--- config.mk ---
export PLATFORM = sky130hd
export DESIGN_NAME = serial_word_ifreg
export DESIGN_NICKNAME = d
export VERILOG_FILES = /design/src/rtl/swr_pkg.sv /design/src/rtl/swr_edge_sync.sv /design/src/rtl/swr_shifter.sv /design/src/rtl/swr_parity.sv /design/src/rtl/serial_word_ifreg.sv
export SDC_FILE = /design/constraint.sdc
export NUM_CORES = 1
export LEC_CHECK = 0
export BUFFER_PORTS_ARGS = -buffer_cell sky130_fd_sc_hd__buf_2
export CAP_MARGIN = 20
export CORE_ASPECT_RATIO = 2
export CORE_MARGIN = 3
export CORE_UTILIZATION = 40
export CTS_CLUSTER_DIAMETER = 30
export DETAILED_ROUTE_END_ITERATION = 6
export HOLD_SLACK_MARGIN = 0.02
export PLACE_DENSITY = 0.66
export SETUP_SLACK_MARGIN = 0.4
export SLEW_MARGIN = 40
export SYNTH_ARGS = -nofsm -noshare
export SYNTH_HDL_FRONTEND = slang
export SYNTH_SLANG_ARGS = --single-unit
--- constraint.sdc ---
create_clock -name clk -period 1.9 [get_ports clk]
set_input_delay 0.095 -clock clk [delete_from_list [all_inputs] [get_ports clk]]
set_output_delay 0.095 -clock clk [all_outputs]
set_load 0.03 [all_outputs]
--- src/rtl/swr_pkg.sv ---
package swr_pkg;
   typedef enum logic {
      MODE_WIDE   = 1'b0,
      MODE_NARROW = 1'b1
   } word_mode_e;

   function automatic int unsigned word_len(input word_mode_e m,
                                            input int unsigned wide_w,
                                            input int unsigned narrow_w);
      return (m == MODE_NARROW) ? narrow_w : wide_w;
   endfunction
endpackage

--- src/rtl/swr_edge_sync.sv ---
module swr_edge_sync #(
   parameter int unsigned STAGES = 2
) (
   input  logic clk,
   input  logic rst,
   input  logic async_i,
   output logic rise_o
);
   logic [STAGES:0] pipe_q;

   generate
      if (STAGES < 2) begin : g_bad_stages
         $error("swr_edge_sync: STAGES must be at least 2");
      end
   endgenerate

   always_ff @(posedge clk) begin
      if (rst) pipe_q <= '0;
      else     pipe_q <= {pipe_q[STAGES-1:0], async_i};
   end

   assign rise_o = pipe_q[STAGES-1] & ~pipe_q[STAGES];
endmodule

--- src/rtl/swr_shifter.sv ---
module swr_shifter
   import swr_pkg::*;
#(
   parameter int unsigned WORD_W   = 12,
   parameter int unsigned NARROW_W = 8,
   parameter int unsigned CNT_W    = $clog2(WORD_W + 1)
) (
   input  logic              clk,
   input  logic              rst,
   input  logic              clear_i,
   input  logic              load_i,
   input  logic [WORD_W-1:0] load_data_i,
   input  logic              shift_i,
   input  logic              send_i,
   input  logic              ser_i,
   input  word_mode_e        mode_i,
   output logic [WORD_W-1:0] word_o,
   output logic              ser_o,
   output logic [CNT_W-1:0]  cnt_o,
   output logic              full_o
);
   localparam int unsigned PAD = WORD_W - NARROW_W;
   localparam logic [CNT_W-1:0] LEN_WIDE   = CNT_W'(WORD_W);
   localparam logic [CNT_W-1:0] LEN_NARROW = CNT_W'(NARROW_W);

   logic [WORD_W-1:0] sr_q, shifted, loaded;
   logic [CNT_W-1:0]  cnt_q, len;
   logic              fill;

   assign len  = (mode_i == MODE_NARROW) ? LEN_NARROW : LEN_WIDE;
   assign fill = send_i ? 1'b0 : ser_i;

   always_comb begin
      shifted = {fill, sr_q[WORD_W-1:1]};
      loaded  = load_data_i;
      if (mode_i == MODE_NARROW) begin
         shifted[PAD-1:0] = '0;
         loaded[PAD-1:0]  = '0;
      end
   end

   always_ff @(posedge clk) begin
      if (rst || clear_i) begin
         sr_q  <= '0;
         cnt_q <= '0;
      end else if (load_i) begin
         sr_q  <= loaded;
         cnt_q <= '0;
      end else if (shift_i && (cnt_q != len)) begin
         sr_q  <= shifted;
         cnt_q <= cnt_q + 1'b1;
      end
   end

   assign word_o = sr_q;
   assign ser_o  = (mode_i == MODE_NARROW) ? sr_q[PAD] : sr_q[0];
   assign cnt_o  = cnt_q;
   assign full_o = (cnt_q == len);
endmodule

--- src/rtl/swr_parity.sv ---
module swr_parity
   import swr_pkg::*;
#(
   parameter int unsigned WORD_W   = 12,
   parameter int unsigned NARROW_W = 8,
   parameter bit          ODD      = 1'b1
) (
   input  logic              clk,
   input  logic              rst,
   input  logic              clear_i,
   input  logic              load_i,
   input  logic [WORD_W-1:0] data_i,
   input  word_mode_e        mode_i,
   output logic              par_o
);
   localparam int unsigned PAD  = WORD_W - NARROW_W;
   localparam logic        IDLE = ODD;

   logic [WORD_W-1:0] bits;
   logic              xor_all, par_next, par_q;

   always_comb begin
      bits = data_i;
      if (mode_i == MODE_NARROW) bits[PAD-1:0] = '0;
   end

   assign xor_all = ^bits;

   generate
      if (ODD) begin : g_odd
         assign par_next = ~xor_all;
      end else begin : g_even
         assign par_next = xor_all;
      end
   endgenerate

   always_ff @(posedge clk) begin
      if (rst || clear_i) par_q <= IDLE;
      else if (load_i)    par_q <= par_next;
   end

   assign par_o = par_q;
endmodule

--- src/rtl/serial_word_ifreg.sv ---
module serial_word_ifreg
   import swr_pkg::*;
#(
   parameter int unsigned WORD_W      = 12,
   parameter int unsigned NARROW_W    = 8,
   parameter int unsigned MODE_BIT    = 5,
   parameter int unsigned SYNC_STAGES = 2,
   parameter bit          ODD_PARITY  = 1'b1,
   localparam int unsigned CNT_W      = $clog2(WORD_W + 1)
) (
   input  logic              clk,
   input  logic              rst,
   input  logic              mode_set_i,
   input  logic              xfer_i,
   input  logic [WORD_W-1:0] acc_i,
   input  logic              dir_n_i,
   input  logic              shift_pulse_i,
   input  logic              ser_i,
   output logic              ser_o,
   output logic              parity_o,
   output logic [WORD_W-1:0] word_o,
   output logic [CNT_W-1:0]  shift_cnt_o,
   output logic              word_done_o
);
   generate
      if (NARROW_W == 0 || NARROW_W >= WORD_W) begin : g_bad_narrow
         $error("serial_word_ifreg: NARROW_W must be in 1..WORD_W-1");
      end
      if (MODE_BIT >= WORD_W) begin : g_bad_mode_bit
         $error("serial_word_ifreg: MODE_BIT outside accumulator");
      end
   endgenerate

   word_mode_e mode_q;
   logic       shift_rise, send_load, recv_clear, clear_all;

   always_ff @(posedge clk) begin
      if (rst)             mode_q <= MODE_WIDE;
      else if (mode_set_i) mode_q <= word_mode_e'(acc_i[MODE_BIT]);
   end

   assign clear_all  = mode_set_i;
   assign send_load  = xfer_i & dir_n_i & ~mode_set_i;
   assign recv_clear = xfer_i & ~dir_n_i;

   swr_edge_sync #(.STAGES(SYNC_STAGES)) u_sync (
      .clk     (clk),
      .rst     (rst),
      .async_i (shift_pulse_i),
      .rise_o  (shift_rise)
   );

   swr_shifter #(.WORD_W(WORD_W), .NARROW_W(NARROW_W), .CNT_W(CNT_W)) u_shift (
      .clk         (clk),
      .rst         (rst),
      .clear_i     (clear_all | recv_clear),
      .load_i      (send_load),
      .load_data_i (acc_i),
      .shift_i     (shift_rise),
      .send_i      (dir_n_i),
      .ser_i       (ser_i),
      .mode_i      (mode_q),
      .word_o      (word_o),
      .ser_o       (ser_o),
      .cnt_o       (shift_cnt_o),
      .full_o      (word_done_o)
   );

   swr_parity #(.WORD_W(WORD_W), .NARROW_W(NARROW_W), .ODD(ODD_PARITY)) u_par (
      .clk     (clk),
      .rst     (rst),
      .clear_i (clear_all),
      .load_i  (send_load),
      .data_i  (acc_i),
      .mode_i  (mode_q),
      .par_o   (parity_o)
   );
endmodule

; Yosys cells after proc, flatten, opt, wreduce, memory -nomap -nowiden
; Cells that the tools add are included.
[totals]
register_bits = 21
input_bits = 19
out_inout_bits = 19
wordCells = 30
[op_classes]
addsub = 1
eq_ne = 2
muxes = 7
bitwise_logic = 9
n_reduce_logical = 6
[op_table]
columns = operator, n
row1 = 12-bit two-way mux, 2
row2 = 12-bit XOR reduction, 1
row3 = 4-bit two-way mux, 2
row4 = 4-bit by 1-bit adder with 4-bit output (second input constant), 1
row5 = 1-bit AND, 4
row6 = 4-bit equality test, 1
row7 = 4-bit inequality test, 1
row8 = 1-bit NOT, 4
row9 = 3-bit two-way mux, 1
row10 = 1-bit logical OR, 2
row11 = 1-bit two-way mux, 2
row12 = 2-bit nonzero test, 1
row13 = 2-bit OR reduction, 1
row14 = 1-bit logical AND, 1
row15 = 1-bit OR, 1

; Depth between registers and ports, before layout
[depth]
word_depth = 5
depth_mapped = 8
depth_no_buf = 6

; Cells and area by module
; A second synthesis with hierarchy kept.
[hier_totals]
hier_cells = 126
hier_area_um2 = 1169.9
[modules_own_cells]
columns = module, n_inst, cells_per_inst, area_each_um2, seq_area_each_um2
row1 = swr_shifter, 1, 95, 883.3, 320.3
row2 = swr_parity, 1, 17, 145.1, 20.0
row3 = swr_edge_sync, 1, 7, 87.6, 60.1
row4 = serial_word_ifreg, 1, 7, 53.8, 20.0

; Least setup slack after synthesis
; OpenSTA, ideal clock, no wires.
[synth_path]
path_kind = register to register
start = register u_shift.cnt_q[0] (netlist: u_shift.cnt_o[0])
end = register u_shift.sr_q[11] (netlist: u_shift.word_o[11])
setup_time_ns = 0.086
arrival_ns = 1.762
t_required_ns = 1.814
setup_slack_ns = 0.052
path_stages_with_launch = 8
path_buffers = 2
cell_sequence = dfxtp_1 -> inv_1 -> ha_1 -> a311o_1 -> buf_6 -> buf_6 -> mux2i_1 -> a211oi_1
[synth_between]
elab_chain_len = 3
[synth_rtl]
columns = element, line
row1 = "start, declared", swr_shifter.sv:27  ; logic [CNT_W-1:0] cnt_q, len;
row2 = "start signal, assigned", swr_shifter.sv:51  ; cnt_q <= cnt_q + 1'b1;
row3 = 4-bit inequality test, swr_shifter.sv:49  ; end else if (shift_i && (cnt_q != len)) begin
row4 = 1-bit logical AND, swr_shifter.sv:49
row5 = 2-bit nonzero test (no line), --
row6 = "end signal, assigned", swr_shifter.sv:47  ; sr_q <= loaded;
row7 = "end signal, assigned", swr_shifter.sv:50  ; sr_q <= shifted;
row8 = "end, declared", swr_shifter.sv:26  ; logic [WORD_W-1:0] sr_q, shifted, loaded;
; No other way between the ends.
; A chain may end at the register's enable or synchronous reset.

; Final worst setup path
[layout_path]
start = register u_shift.cnt_q[2] (netlist: u_shift.cnt_o[2])
end = register u_shift.sr_q[5] (netlist: u_shift.word_o[5])
; Same word-level chain as after synthesis.

==> tab_implementation.tex <==
\begin{tabular}{lr}
\hline
Metric & Value \\
\hline
\multicolumn{2}{l}{\textbf{Synth}} \\
\quad Cells after synthesis & 120 \\
\quad Synthesized-area fraction occupied by adder cells & 2.33\% \\
\quad Combinational family with the most area after synthesis & simple AND/OR/NAND/NOR gates \\
\quad Count of unique library cells instantiated by Yosys & 24 \\
\quad Leading register cell type out of synthesis & sky130\_fd\_sc\_hd\_\_dfxtp\_1 \\
\quad Top cell type by total area after synthesis & sky130\_fd\_sc\_hd\_\_dfxtp\_1 \\
\quad Fraction of the mapped netlist area in compound gates & a little over a tenth \\
\quad Count of flip-flops with a built-in enable after synthesis & 0 \\
\quad Share of cell area taken by muxes after synthesis & between 10\% and 20\% \\
\quad Mean Syn Cell Area & 8.94 µm² \\
\quad Share of the synthesized netlist area taken by xor and xnor gates & a little under an eighth \\
\quad Synthesized Nets & around 140 \\
\quad Register area share after synthesis & between 30\% and 40\% \\
\quad Fraction of the mapped netlist area in simple logic gates & roughly 16\% \\
\quad List of most frequent post-synthesis cells & sky130\_fd\_sc\_hd\_\_dfxtp\_1, sky130\_fd\_sc\_hd\_\_nor2\_1, sky130\_fd\_sc\_hd\_\_mux2i\_1, sky130\_fd\_sc\_hd\_\_xnor2\_1 \\
\quad Synth Register Bits & 21 \\
\quad Share of synthesized flip-flops with an asynchronous set or reset & 0\% \\
\quad Area share of the largest cell type after synthesis & 39.2\% \\
\quad Mapped cell area & about 1100 µm² \\
\quad Top cells by area, synth & sky130\_fd\_sc\_hd\_\_dfxtp\_1, sky130\_fd\_sc\_hd\_\_mux2i\_1, sky130\_fd\_sc\_hd\_\_xnor2\_1 \\
\quad Leading cell type by number of instances after synthesis & sky130\_fd\_sc\_hd\_\_dfxtp\_1 \\
\quad Ys Warns & 0 \\
\multicolumn{2}{l}{\textbf{CTS}} \\
\quad Clock tree from TritonCTS & yes \\
\quad Clk slew on worst S/H paths & 0.08 ns \\
\quad CTS H-tree lvls & 1 \\
\quad CTS Buf Count & 3 \\
\quad Clock root buffer & sky130\_fd\_sc\_hd\_\_clkbuf\_8 \\
\quad Clock network latency to the later pin of the worst-skew pair & around 0.26 ns \\
\quad Total clock sinks & 21 \\
\quad Number of buffers on the longest clock path & 2 \\
\quad Number of buffers inserted by hold repair at cts & 0 \\
\multicolumn{2}{l}{\textbf{Status}} \\
\quad Result of the run & finished, final reports clean \\
\multicolumn{2}{l}{\textbf{Route}} \\
\quad Number of search-and-repair iterations in the first detailed-routing pass & 4 \\
\quad Routed length per placed instance & roughly 13 µm \\
\quad Count of vias placed by the detailed router & 997 \\
\quad Detail Route Antenna Nets & 0 \\
\quad Starting DRC count in detailed routing & 17 \\
\quad Number of vias per cell & between 5 and 6 \\
\quad DRC Markers & 0 \\
\quad Total length of routed wires & between 2000 and 3000 µm \\
\multicolumn{2}{l}{\textbf{Pwr}} \\
\quad Pwr Density & 626 nW/µm² \\
\quad Max IR drop VDD & approximately 0.00053 V \\
\quad Cell leakage power & 0.000702 µW \\
\multicolumn{2}{l}{\textbf{Timing}} \\
\quad Actual transition at the worst max-transition pin & 0.293 ns \\
\quad Share of the cycle needed by the critical path after routing & $\sim$80\% \\
\quad Worst-case clock skew & 0.00520 ns \\
\quad RSZ-0062 raised after global routing & true \\
\quad Achievable Freq & roughly 660 MHz \\
\quad Period minus WS final & roughly 1.5 ns \\
\quad Max\_slew headroom & just over 80\% \\
\quad Final setup violating endpoints & 0 \\
\quad Hold violation count in the final report & 0 \\
\quad Max-slew violation total from the final report & 0 \\
\quad Final TNS setup & 0 ns \\
\multicolumn{2}{l}{\textbf{Cells and area}} \\
\quad Relative area change from synthesis to final layout & 34.4\% \\
\quad Final instance area & between 1000 and 1500 µm² \\
\quad Layout net count & between 150 and 200 \\
\quad Count of filler cells inserted in the layout & 260 \\
\quad Count of inserted antenna diode cells & 0 \\
\quad Layout cell share with drive strength beyond 1 & 38.6\% \\
\multicolumn{2}{l}{\textbf{Global route}} \\
\quad Overall Global Routing Usage & 17.3\% \\
\quad Initial antenna violation count & 0 \\
\quad Largest net degree at the start of global routing & 27 \\
\quad Global-route congestion overflow total & 0 \\
\quad Via count of the first global-routing pass & roughly 990 \\
\quad Wire length of the first global-routing pass & 4460 µm \\
\multicolumn{2}{l}{\textbf{Placed design}} \\
\quad Post-DP HPWL & roughly 1900 µm \\
\quad Instance area at placement & about 1300 µm² \\
\quad GP Congestion & roughly 0.81 \\
\quad Total of buffers placed on input and output ports & 37 \\
\multicolumn{2}{l}{\textbf{Worst setup path}} \\
\quad Kind of start point of the critical path & register \\
\quad Max FO, Critical Path & 6 \\
\quad Category of the worst setup path capture point & register \\
\quad CP Data Required Time & around 2.1 ns \\
\quad Arrival time of the worst setup path & about 1.7 ns \\
\quad Kind of critical path & reg -> reg \\
\multicolumn{2}{l}{\textbf{Die}} \\
\quad Total die area & 3380 µm² \\
\quad Top-level I/O count & 38 \\
\quad Horiz. Die Dim & about 43 µm \\
\quad Initial Util & between 40\% and 50\% \\
\quad Placeable core area & 2570 µm² \\
\quad Overall die height & around 79 µm \\
\quad Standard-cell rows & 26 \\
\multicolumn{2}{l}{\textbf{Run}} \\
\quad Max-cap violations & 0 \\
\multicolumn{2}{l}{\textbf{Min path}} \\
\quad Path category of the worst min-delay check & in -> reg \\
\hline
\end{tabular}
## cells by family (layout without fill, tap and decap cells)
family | Yosys count | after routing
compound gates | 17 | 17
xor+xnor | 14 | 14
fa+ha+maj | 2 | 2
buf+inv | 12 | 58
flops | 21 | 21
mux | 15 | 15
simple gates | 39 | 39
## repair_timing
| item | 4_1_cts | 5_1_grt |
|---|---|---|
| pin swaps | 2 | 0 |
| gates resized for setup | 6 | 6 |
| cloned | 0 | 0 |
| setup endpoints to repair | 14 | 14 |
| buffers inserted | 8 | 0 |
## area by class of cell
type,count,area (µm²),area share [%]
well taps,28,35.0,2.43
multi-input cells,87,617,42.8
flip-flops and latches,21,433,30.0
clock buffers,4,45.0,3.13
inverters,5,21.3,1.48
repair buffers,49,290,20.1
## power by group
part	internal [µW]	total (µW)	leakage [µW]	switching, µW
registers	444	449	0.000173	4.84
logic	77.4	160	0.000506	82.2
clock network	149	293	0.0000228	144
## state kept, by name, indices dropped and copies added, names as in the netlist
| signal | count |
|---|---|
| u_par.par_o | 1 |
| mode_q | 1 |
| u_shift.word_o | 12 |
| u_shift.cnt_o | 4 |
| u_sync.pipe_q | 3 |
## layer usage
layer	share of wire [%]	GRT usage (%)	wire length, µm	vias to the layer above
met5	0	0	0	-
met4	2.4	9.97	63	0
li1	-	-	-	496
met1	38	19.3	969	466
met3	5.3	2.72	137	5
met2	55	30.1	1410	30
## layout by cell type (no fill, tap or decap), types with 3 or more instances in the layout
cell type,instances
sky130_fd_sc_hd__buf_4,9
sky130_fd_sc_hd__a211oi_2,3
sky130_fd_sc_hd__nand3_1,5
sky130_fd_sc_hd__nor2b_1,3
sky130_fd_sc_hd__clkbuf_8,3
sky130_fd_sc_hd__a21oi_1,5
sky130_fd_sc_hd__dfxtp_1,17
sky130_fd_sc_hd__inv_1,3
sky130_fd_sc_hd__buf_2,37
sky130_fd_sc_hd__nor2_1,18
sky130_fd_sc_hd__xnor2_1,13
sky130_fd_sc_hd__dfxtp_4,3
sky130_fd_sc_hd__a211oi_1,5
sky130_fd_sc_hd__mux2i_1,14
sky130_fd_sc_hd__nand2_1,8
## metrics by stage
| step | hold WS, ns | total power (µW) | cells | worst slack [ns] | utilization, % |
|---|---|---|---|---|---|
| after floorplan | 0.162 | 565 | 120 | 0.295 | - |
| after global placement | 0.306 | 607 | 182 | 0.325 | 50.5 |
| after detailed placement | 0.326 | 609 | 182 | 0.287 | 50.5 |
| after CTS | 0.0525 | 904 | 194 | 0.364 | 55.3 |
| after global routing | 0.0652 | 947 | 194 | 0.316 | 56.1 |
| final | 0.0486 | 902 | 194 | 0.377 | 56.1 |
## path summary, 6_finish.rpt
kind	depth (start not counted)	from	slack, ns	to
worst max register to register	6	u_shift.cnt_o[2]	0.38	u_shift.word_o[5]
worst max-delay path	6	u_shift.cnt_o[2]	0.38	u_shift.word_o[5]
worst min register to register	1	u_sync.pipe_q[0]	0.45	u_sync.pipe_q[1]
worst min-delay path	2	shift_pulse_i	0.05	u_sync.pipe_q[0]
## worst max-delay path, cell delays in order, from the launching register on
cell and delay [ns]:
sky130_fd_sc_hd__dfxtp_4 0.36, sky130_fd_sc_hd__xor2_1 0.14, sky130_fd_sc_hd__a311o_1 0.33, sky130_fd_sc_hd__buf_8 0.14, sky130_fd_sc_hd__buf_6 0.13, sky130_fd_sc_hd__mux2i_1 0.11, sky130_fd_sc_hd__a211oi_1 0.22
(Power assumes the default switching activity.)
